==> config.mk <==
export PLATFORM = sky130hd
export DESIGN_NAME = blkprot_ctrl
export DESIGN_NICKNAME = d
export VERILOG_FILES = /design/src/rtl/blkprot_pkg.sv /design/src/rtl/blkprot_table.sv /design/src/rtl/blkprot_cfg.sv /design/src/rtl/blkprot_check.sv /design/src/rtl/blkprot_irq.sv /design/src/rtl/blkprot_ctrl.sv
export SDC_FILE = /design/constraint.sdc
export NUM_CORES = 1
export LEC_CHECK = 0
export ABC_AREA = 1
export BUFFER_PORTS_ARGS = -buffer_cell sky130_fd_sc_hd__buf_2
export CAP_MARGIN = 0
export CORE_AREA = 2 2 166 168
export DETAILED_ROUTE_END_ITERATION = 16
export DIE_AREA = 0 0 168 170
export PLACE_DENSITY_LB_ADDON = 0.1
export SETUP_SLACK_MARGIN = 0.1
export SLEW_MARGIN = 10
export SYNTH_ARGS = -nofsm -noshare
export SYNTH_HDL_FRONTEND = slang
export SYNTH_SLANG_ARGS = --single-unit
==> constraint.sdc <==
create_clock -name clk -period 3.1 [get_ports clk]
set_input_delay 0.775 -clock clk [delete_from_list [all_inputs] [get_ports clk]]
set_output_delay 0.775 -clock clk [all_outputs]
set_load 0.02 [all_outputs]
==> src/rtl/blkprot_pkg.sv <==
// Shared constants for the block protection controller: register offsets
// and control bit positions. Assumes a 32-bit register bus with 12-bit offsets.
package blkprot_pkg;
    localparam int WORD_BITS = 32;
    localparam int ADDR_W    = 32;
    localparam int OFS_W     = 12;

    localparam logic [OFS_W-1:0] OFS_CTRL   = 12'h000;
    localparam logic [OFS_W-1:0] OFS_MAXIDX = 12'h010;
    localparam logic [OFS_W-1:0] OFS_BLKCFG = 12'h014;
    localparam logic [OFS_W-1:0] OFS_PTR    = 12'h018;
    localparam logic [OFS_W-1:0] OFS_WIN    = 12'h01C;
    localparam logic [OFS_W-1:0] OFS_ISTAT  = 12'h020;
    localparam logic [OFS_W-1:0] OFS_ICLR   = 12'h024;
    localparam logic [OFS_W-1:0] OFS_IEN    = 12'h028;
    localparam logic [OFS_W-1:0] OFS_FADDR  = 12'h02C;
    localparam logic [OFS_W-1:0] OFS_FATTR  = 12'h030;
    localparam logic [OFS_W-1:0] OFS_ISET   = 12'h034;
    localparam logic [OFS_W-1:0] OFS_ID0    = 12'hFE0;

    localparam int CTRL_STEP_BIT = 8;
    localparam int CTRL_LOCK_BIT = 31;
endpackage

==> src/rtl/blkprot_table.sv <==
// Security bit table: NUM_WORDS words of 32 bits, one bit per block.
// Assumes NUM_WORDS is a power of two and at least 2. Bit value 1 = non-secure.
module blkprot_table #(
    parameter int NUM_WORDS = 8,
    localparam int IDX_W    = $clog2(NUM_WORDS),
    localparam int NBLK     = NUM_WORDS * 32,
    localparam int BLK_W    = $clog2(NBLK)
) (
    input  logic               clk,
    input  logic               rst_n,
    input  logic               wr_en,
    input  logic [IDX_W-1:0]   ptr,
    input  logic [31:0]        wr_data,
    output logic [31:0]        rd_data,
    input  logic [BLK_W-1:0]   look_idx,
    output logic               look_bit,
    output logic [NBLK-1:0]    flat
);
    for (genvar w = 0; w < NUM_WORDS; w++) begin : g_word
        logic [31:0] q;
        // Holds one table word; cleared to all-secure on reset.
        always_ff @(posedge clk) begin
            if (!rst_n)
                q <= '0;
            else if (wr_en && ptr == IDX_W'(w))
                q <= wr_data;
        end
        assign flat[w*32 +: 32] = q;
    end

    // Window read and per-block lookup taken from the flat view.
    assign rd_data  = flat[{ptr, 5'b0} +: 32];
    assign look_bit = flat[look_idx];
endmodule

==> src/rtl/blkprot_cfg.sv <==
// Control and pointer state: step-enable bit, lock bit, and table pointer.
// Assumes at most one register access per cycle. The lock only clears on reset.
module blkprot_cfg #(
    parameter int NUM_WORDS = 8,
    localparam int IDX_W    = $clog2(NUM_WORDS)
) (
    input  logic             clk,
    input  logic             rst_n,
    input  logic             ctrl_we,
    input  logic             ptr_we,
    input  logic             win_step,
    input  logic [31:0]      wdata,
    output logic             step_en,
    output logic             lock,
    output logic [IDX_W-1:0] ptr
);
    localparam logic [IDX_W-1:0] PTR_MAX = IDX_W'(NUM_WORDS - 1);

    // Control bits; writes are dropped once locked.
    always_ff @(posedge clk) begin
        if (!rst_n) begin
            step_en <= 1'b0;
            lock    <= 1'b0;
        end else if (ctrl_we && !lock) begin
            step_en <= wdata[blkprot_pkg::CTRL_STEP_BIT];
            lock    <= wdata[blkprot_pkg::CTRL_LOCK_BIT];
        end
    end

    // Table pointer: direct write when unlocked, otherwise auto-step on window use.
    always_ff @(posedge clk) begin
        if (!rst_n)
            ptr <= '0;
        else if (ptr_we && !lock)
            ptr <= wdata[IDX_W-1:0];
        else if (win_step && step_en)
            ptr <= (ptr == PTR_MAX) ? '0 : ptr + 1'b1;
    end
endmodule

==> src/rtl/blkprot_check.sv <==
// Access check: maps an address to its block, looks up the table bit, and
// registers the allow/deny response. Addresses outside the window pass.
module blkprot_check #(
    parameter int NUM_WORDS            = 8,
    parameter int BLK_EXP              = 2,
    parameter logic [31:0] RANGE_BASE  = 32'h0,
    localparam int NBLK                = NUM_WORDS * 32,
    localparam int BLK_W               = $clog2(NBLK),
    localparam int SHIFT               = BLK_EXP + 5
) (
    input  logic             clk,
    input  logic             rst_n,
    input  logic             chk_valid,
    input  logic [31:0]      chk_addr,
    input  logic             chk_nonsec,
    input  logic             look_bit,
    output logic [BLK_W-1:0] look_idx,
    output logic             deny,
    output logic             resp_valid,
    output logic             allow
);
    logic [31:0] offset;
    logic [31:0] blk_full;
    logic        in_window;

    // Block number of the request relative to the window base.
    always_comb begin
        offset    = chk_addr - RANGE_BASE;
        blk_full  = offset >> SHIFT;
        in_window = (chk_addr >= RANGE_BASE) && (blk_full < 32'(NBLK));
        look_idx  = blk_full[BLK_W-1:0];
        deny      = chk_valid && chk_nonsec && in_window && !look_bit;
    end

    // Registered response, one cycle after the request.
    always_ff @(posedge clk) begin
        if (!rst_n) begin
            resp_valid <= 1'b0;
            allow      <= 1'b0;
        end else begin
            resp_valid <= chk_valid;
            allow      <= chk_valid && !deny;
        end
    end
endmodule

==> src/rtl/blkprot_irq.sv <==
// Fault pending flag, enable, and first-fault record. A record is taken
// only when no fault is pending or the flag is being cleared in the same cycle.
module blkprot_irq (
    input  logic        clk,
    input  logic        rst_n,
    input  logic        fault,
    input  logic [31:0] fault_addr,
    input  logic        fault_nonsec,
    input  logic        clr_hit,
    input  logic        set_hit,
    input  logic        en_we,
    input  logic        en_val,
    output logic        pend,
    output logic        ien,
    output logic [31:0] rec_addr,
    output logic        rec_nonsec,
    output logic        irq
);
    // Pending flag: fault or debug set win over a clear in the same cycle.
    always_ff @(posedge clk) begin
        if (!rst_n)
            pend <= 1'b0;
        else
            pend <= fault || set_hit || (pend && !clr_hit);
    end

    // Interrupt enable bit.
    always_ff @(posedge clk) begin
        if (!rst_n)
            ien <= 1'b0;
        else if (en_we)
            ien <= en_val;
    end

    // First-fault record of address and attribute.
    always_ff @(posedge clk) begin
        if (!rst_n) begin
            rec_addr   <= '0;
            rec_nonsec <= 1'b0;
        end else if (fault && (!pend || clr_hit)) begin
            rec_addr   <= fault_addr;
            rec_nonsec <= fault_nonsec;
        end
    end

    assign irq = pend && ien;
endmodule

==> src/rtl/blkprot_ctrl.sv <==
// Top of the block protection controller: register decode and read mux,
// wiring of table, control, check and interrupt parts.
// Assumes a single-cycle register bus with combinational read data.
module blkprot_ctrl
    import blkprot_pkg::*;
#(
    parameter int NUM_WORDS           = 8,
    parameter int BLK_EXP             = 2,
    parameter logic [31:0] RANGE_BASE = 32'h0,
    parameter logic [7:0]  HW_VER     = 8'h3A
) (
    input  logic        clk,
    input  logic        rst_n,
    input  logic        reg_en,
    input  logic        reg_we,
    input  logic [11:0] reg_addr,
    input  logic [31:0] reg_wdata,
    output logic [31:0] reg_rdata,
    input  logic        chk_valid,
    input  logic [31:0] chk_addr,
    input  logic        chk_nonsec,
    output logic        chk_resp_valid,
    output logic        chk_allow,
    output logic        irq_o
);
    localparam int IDX_W = $clog2(NUM_WORDS);
    localparam int NBLK  = NUM_WORDS * 32;
    localparam int BLK_W = $clog2(NBLK);

    logic             wr_acc, rd_acc;
    logic             win_wr, win_rd, tbl_we, win_step;
    logic             clr_hit, set_hit, en_we;
    logic             step_en, lock_q;
    logic [IDX_W-1:0] ptr_q;
    logic [31:0]      tbl_rd;
    logic [BLK_W-1:0] look_idx;
    logic             look_bit, deny;
    logic [NBLK-1:0]  tbl_flat;
    logic             pend_q, ien_q, rec_nonsec;
    logic [31:0]      fault_addr_q;

    // Register access decode.
    always_comb begin
        wr_acc   = reg_en && reg_we;
        rd_acc   = reg_en && !reg_we;
        win_wr   = wr_acc && reg_addr == OFS_WIN;
        win_rd   = rd_acc && reg_addr == OFS_WIN;
        tbl_we   = win_wr && !lock_q;
        win_step = win_rd || tbl_we;
        clr_hit  = wr_acc && reg_addr == OFS_ICLR && reg_wdata[0];
        set_hit  = wr_acc && reg_addr == OFS_ISET && reg_wdata[0];
        en_we    = wr_acc && reg_addr == OFS_IEN;
    end

    blkprot_cfg #(.NUM_WORDS(NUM_WORDS)) u_cfg (
        .clk(clk), .rst_n(rst_n),
        .ctrl_we(wr_acc && reg_addr == OFS_CTRL),
        .ptr_we(wr_acc && reg_addr == OFS_PTR),
        .win_step(win_step), .wdata(reg_wdata),
        .step_en(step_en), .lock(lock_q), .ptr(ptr_q)
    );

    blkprot_table #(.NUM_WORDS(NUM_WORDS)) u_table (
        .clk(clk), .rst_n(rst_n),
        .wr_en(tbl_we), .ptr(ptr_q), .wr_data(reg_wdata), .rd_data(tbl_rd),
        .look_idx(look_idx), .look_bit(look_bit), .flat(tbl_flat)
    );

    blkprot_check #(
        .NUM_WORDS(NUM_WORDS), .BLK_EXP(BLK_EXP), .RANGE_BASE(RANGE_BASE)
    ) u_check (
        .clk(clk), .rst_n(rst_n),
        .chk_valid(chk_valid), .chk_addr(chk_addr), .chk_nonsec(chk_nonsec),
        .look_bit(look_bit), .look_idx(look_idx), .deny(deny),
        .resp_valid(chk_resp_valid), .allow(chk_allow)
    );

    blkprot_irq u_irq (
        .clk(clk), .rst_n(rst_n),
        .fault(deny), .fault_addr(chk_addr), .fault_nonsec(chk_nonsec),
        .clr_hit(clr_hit), .set_hit(set_hit), .en_we(en_we), .en_val(reg_wdata[0]),
        .pend(pend_q), .ien(ien_q), .rec_addr(fault_addr_q), .rec_nonsec(rec_nonsec),
        .irq(irq_o)
    );

    // Read data mux; unmapped and write-only offsets return zero.
    always_comb begin
        reg_rdata = '0;
        if (rd_acc) begin
            case (reg_addr)
                OFS_CTRL:   reg_rdata = {lock_q, 22'b0, step_en, 8'b0};
                OFS_MAXIDX: reg_rdata = 32'(NUM_WORDS - 1);
                OFS_BLKCFG: reg_rdata = 32'(BLK_EXP);
                OFS_PTR:    reg_rdata = 32'(ptr_q);
                OFS_WIN:    reg_rdata = tbl_rd;
                OFS_ISTAT:  reg_rdata = {31'b0, pend_q};
                OFS_IEN:    reg_rdata = {31'b0, ien_q};
                OFS_FADDR:  reg_rdata = fault_addr_q;
                OFS_FATTR:  reg_rdata = {31'b0, rec_nonsec};
                OFS_ID0:    reg_rdata = {24'b0, HW_VER};
                default:    reg_rdata = '0;
            endcase
        end
    end
endmodule

==> Word level (Yosys, flattened, before mapping) <==
Index checks and enable logic that the tools add are counted.
{ "op_classes": {"n_addsub": 1, "order_cmp": 3, "eq_ne": 18, "shifts": 1, "n_mux": 7, "reduce_logical": 44} }
{ "ops": {"columns": ["operator", "count"], "rows": [
  ["$pmux W32 S10", 1],
  ["$shiftx A256 B9 Y32", 1],
  ["$eq A12 B6 Y1 const B", 6],
  ["$eq A12 B5 Y1 const B", 4],
  ["$ge A32 B1 Y1 const B", 1],
  ["$mux W32", 1],
  ["$logic_and A1 B1 Y1", 31],
  ["$lt A25 B9 Y1 const B", 1],
  ["$eq A12 B12 Y1 const B", 1],
  ["$eq A3 B3 Y1 const B", 4],
  ["$logic_not A12 Y1", 1],
  ["$lt A8 B9 Y1 const B", 1],
  ["$mux W3", 3],
  ["$bmux W1 S8", 1],
  ["$eq A3 B2 Y1 const B", 2],
  ["$logic_not A1 Y1", 6],
  ["$logic_or A1 B1 Y1", 4],
  ["$add A3 B1 Y3 const B", 1],
  ["$eq A3 B1 Y1 const B", 1],
  ["$logic_not A3 Y1", 1],
  ["$reduce_bool A2 Y1", 1],
  ["$mux W1", 1]
]} }
{ "totals": {"reg_bits": 298, "inputBits": 82, "output_inout_bits": 35, "elab_cells": 91} }

==> Depth between registers and ports, before layout <==
{ "depth": {"ltp_word": 7, "ltp_mapped": 17, "ltp_nobuf": 14} }

==> Cells and area by module <==
From an unflattened synthesis, not the netlist that was laid out.
{ "hier_totals": {"hier_cells": 2599, "hier_area_um2": 16223.1} }
{ "by_module_without_submodules": {"columns": ["mod", "n_inst", "cells_each", "area_per_inst_um2", "seq_area_each_um2"], "rows": [
  ["blkprot_table", 1, 2042, 13026.2, 5124.9],
  ["blkprot_irq", 1, 227, 1559.0, 700.7],
  ["blkprot_ctrl", 1, 254, 1163.6, 0.0],
  ["blkprot_cfg", 1, 42, 277.8, 100.1],
  ["blkprot_check", 1, 34, 196.4, 40.0]
]} }

==> Least setup slack after synthesis <==
No wires, ideal clock.
{ "synth_timing": {"kind": "input port to output port", "startpoint": "input reg_addr[10]", "endpoint": "output reg_rdata[11]", "t_arrival_ns": 2.430, "required_time_ns": 2.325, "slack_ns": -0.105, "cell_stages": 8, "n_path_buf": 1, "cell_sequence": "inv_1 nand4_1 nor3_1 nand2_1 inv_2 buf_1 nand3_1 a21oi_1"} }
{ "synth_via": {"elab_chain_len": 3, "elab_cells_between_ends": 12, "classes_between": "eq/ne (9); mux (2); reduce/logical (1)"} }
{ "synth_lines": {"columns": ["item", "line", "text"], "rows": [
  ["start, declared", "blkprot_ctrl.sv:16", "input logic [11:0] reg_addr,"],
  ["$eq A12 B12 Y1 (tied with other cells)", "blkprot_ctrl.sv:90", "case (reg_addr)"],
  ["$pmux W32 S10 (*)", "blkprot_ctrl.sv:90", null],
  ["$mux W32 (*)", "blkprot_ctrl.sv:89", "if (rd_acc) begin"],
  ["end, declared", "blkprot_ctrl.sv:18", "output logic [31:0] reg_rdata,"]
]} }
Every way passes the cells marked *; elsewhere a longest branch is shown, timed or not.

==> Worst setup path in the final report <==
{ "layout_timing": {"startpoint": "register u_cfg.ptr[0]", "endpoint": "output reg_rdata[2]"} }
{ "layout_via": {"elab_chain_len": 3} }
{ "layout_lines": {"columns": ["item", "line", "text"], "rows": [
  ["start, declared", "blkprot_cfg.sv:15", "output logic [IDX_W-1:0] ptr"],
  ["start signal, assigned", "blkprot_cfg.sv:35", "ptr <= wdata[IDX_W-1:0];"],
  ["start signal, assigned", "blkprot_cfg.sv:37", "ptr <= (ptr == PTR_MAX) ? '0 : ptr + 1'b1;"],
  ["$shiftx A256 B9 Y32", "blkprot_table.sv:32", "assign rd_data = flat[{ptr, 5'b0} +: 32];"],
  ["$pmux W32 S10", "blkprot_ctrl.sv:90", null],
  ["$mux W32", "blkprot_ctrl.sv:89", null]
]} }
Every way passes these cells.

==> results.toml <==
[critical_path]
rr_startpoint = "u_table.g_word[3].q[18]$_SDFFE_PN0P_"
crit_required_ps = 2320
critical_path.endpoint_type = "output port"
rrSetupSlack_ps = 930
path_cells = "buf_12 > buf_4 > clkbuf_16 > nand2_1 > o211ai_1 > a311oi_2 > nor2_1 > nor2_1 > buf_4"
ff2ff_path_depth = 14
cp_slowest_stage_delay_ps = 390
worstSetupPathType = "reg2out"
cp.arrival_ps = 2290
worst_path_dominant_cell_family = "buffers and inverters"
crit_buf_inv = 4
crit_path_top_delay_cell = "a311oi_2"
crit_fanout = 14
reg2reg_to = "u_irq.rec_addr[9]$_SDFFE_PN0P_"
start_kind = "register"

[floorplanning]
die_w_um = 168
ioPinCount = 117
coreArea_mm2 = 0.0267
die_h_um = 170
start_util_pct = 58.5
floorplan.rows = 60
dieArea_mm2 = 0.0286

[route]
drt_wl_total_mm = 55.4
drc = 0
detail_route.wl_per_cell_um = 20.7
vias = 17027
vias_per_cell = 6.37
first_pass_iters = 8
ant_nets = 0
drtIter0Drc = 2231

[synth]
yosysSeqAreaShare_pct = 38.2
synth_top_area_cell = "dfxtp_1"
synth_xor_xnor_area_share_pct = 0
synth_top_area_share_pct = 38.2
synth_mux_area_share_pct = 0
syn_inst = 2242
synthesis.area_mm2 = 0.0156
yosysWarnings = 0
postSynthAreaPerCell_um2 = 6.96
synthTopCellsByArea = "dfxtp_1 38%, a211oi_1 9.2%, nor2_1 8.9%, nand3_1 8.8%, nand2_1 8.0%"
syn_nets = 2330
synth-simple-area-share_pct = 28.1
synthAdderAreaFrac_pct = 0.481
ys_ff_latch = 298
synth_top_family_by_area = "simple AND/OR/NAND/NOR gates"
yosysUniqueCellTypes = 36
synth_compound_area_share_pct = 24.0

[cts]
clkTransAtPathRegs_ps = 60
clock_latency_ps = 520
htreeDepth = 2
cts_buffers = 35
cts_tree = "yes"
cts_root_buffer = "clkbuf_16"
cts_buffer_depth = 3
ctsHoldBuffers = 0
clock_sinks = 298

[layout]
stdcell_count = 2674
layout-area-overhead-vs-synth_pct = 21.6
nets = 2394
final_cell_mix = "363 x nor2_1, 329 x nand2_1, 296 x dfxtp_1"
n_fill_cell = 2254
seq_area_mm2 = 0.00597
multi_input_area_mm2 = 0.00880
layout_commonest_cell = "nor2_1"
drive_gt1_share_pct = 17.0

[place]
numPlacedInstances = 2588
numPortBuffers = 116
gp_congestion = 0.926
hpwl_mm = 35.0

[timing]
period_share_pct = 98.9
worst_pin_slew_ps = 798
fin_hold_ws_ps = 466
fin_crit_ps = 3070
fmax_mhz = 326
rsz0062_at_grt = "yes"
drv_slew = 0
clock_skew_ps = 11.4
relSlewSlack_pct = 46.8
setup_viol = 0
finalHoldViolCount = 0

[grt]
grt_pass1_wl_mm = 83.6
grt_max_degree = 74
grt_util_met1_pct = 51.7
use_met2_pct = 57.2
top_usage_layer = "met2"
grt.total_usage_pct = 36.8
globalRouteMet3Util_pct = 8.00
grt_overflow = 0
antenna_found_initial = 1
grt_pass1_vias = 15281

[pwr]
power_density_mw_per_mm2 = 458
peakVddDrop_v = 0.000457
p_leak_nw = 7.26

[hold_path]
holdCritPathClass = "reg2reg"
min_to = "u_table.g_word[3].q[8]$_SDFFE_PN0P_"
holdPathStages = 2
hold_start = "u_table.g_word[3].q[8]$_SDFFE_PN0P_"

[flow_run]
max_cap_viol_count = 0

[status]
status = "finished, final reports clean"
## flip-flops by register name, indices dropped and copies added, names as in the netlist
name,count
u_table.g_word.q,256
u_irq.rec_nonsec,1
u_irq.ien,1
u_cfg.lock,1
u_cfg.step_en,1
u_irq.rec_addr,32
u_irq.pend,1
u_check.allow,1
u_check.resp_valid,1
u_cfg.ptr,3
## worst max path at each step
stage | end | slack, ps | start | cells past startpoint
6_report | reg_rdata[2] | 30 | u_cfg.ptr[0]$_SDFFE_PN0P_ | 9
3_5_place_dp | reg_rdata[5] | -170 | reg_addr[10] | 8
2_1_floorplan | reg_rdata[31] | 100 | reg_addr[10] | 8
4_1_cts | reg_rdata[14] | 70 | reg_addr[9] | 11
3_3_place_gp | reg_rdata[5] | -180 | reg_addr[7] | 9
5_1_grt | reg_rdata[14] | 8 | reg_addr[11] | 11
## worst min-delay path, stage by stage (launching register included)
cell and delay (ps):
dfxtp_1 310, inv_1 60, a21oi_1 50
## logic make-up (layout without fill, tap and decap cells)
kind of cell    count (synthesis)  in the layout
flops                         298            298
fa+ha+maj                       6              6
compound gates                583            583
simple gates                 1030           1030
other cells                     0              1
buf+inv                       325            415
## report_power, final
| group | total (W) | internal [W] | switching [W] |
|---|---|---|---|
| registers | 0.00383 | 0.00383 | 0.000000471 |
| logic | 0.000577 | 0.000167 | 0.000410 |
| clock network | 0.00429 | 0.00265 | 0.00165 |
## final cells by class
type,count,area share (%)
Tap cell,341,2.25
Clock buffer,55,5.71
Clock inverter,8,0.607
Antenna cell,1,0.0132
Multi-Input combinational cell,1619,46.4
Sequential cell,298,31.5
Inverter,130,2.82
Timing Repair inverter,1,0.0462
Timing Repair Buffer,221,10.7
## through the flow
stage	util (%)	total power, W	setup TNS (ps)	setup slack, ps	instance area [µm²]
finish	71.2	0.00870	0	33.2	19000
global route	71.2	0.00891	0	8.04	19000
CTS	68.7	0.00866	0	71.9	18300
detailed placement	62.7	0.00445	-343	-172	16700
global placement	62.7	0.00444	-374	-176	16700
floorplan	-	0.00424	0	101	15700
## metal layers
metal	up-vias	share of wire [%]	wire length, µm
met5	-	0	0
met4	0	2.1	1170
met3	125	12	6540
met2	1070	44	24500
met1	7942	42	23200
li1	7890	-	-
## what timing repair did
| action | 4_1_cts | 5_1_grt |
|---|---|---|
| gates resized for setup | 67 | 117 |
| gates cloned | 3 | 3 |
| pin swaps | 5 | 26 |
| endpoints found under the setup margin | 32 | 32 |
| buffers inserted | 8 | 8 |
## synth_stat cells (all sizes together)
| cell | count |
|---|---|
| nand3 | 275 |
| o31ai | 1 |
| o21ai | 176 |
| nor4 | 5 |
| a311oi | 1 |
| ha | 6 |
| o221ai | 63 |
| nor2 | 373 |
| or4 | 2 |
| a31oi | 7 |
| o22ai | 5 |
| and3 | 17 |
| inv | 128 |
| o211ai | 3 |
| clkinv | 2 |
| o21a | 31 |
| o311a | 1 |
| nand4 | 7 |
| a21oi | 102 |
| nand2 | 336 |
| a211oi | 192 |
| nor3 | 14 |
| clkbuf | 110 |
| nand3b | 1 |
| o221a | 1 |
| buf | 85 |
| dfxtp | 298 |
No activity file was read; power rests on OpenSTA's default activity.
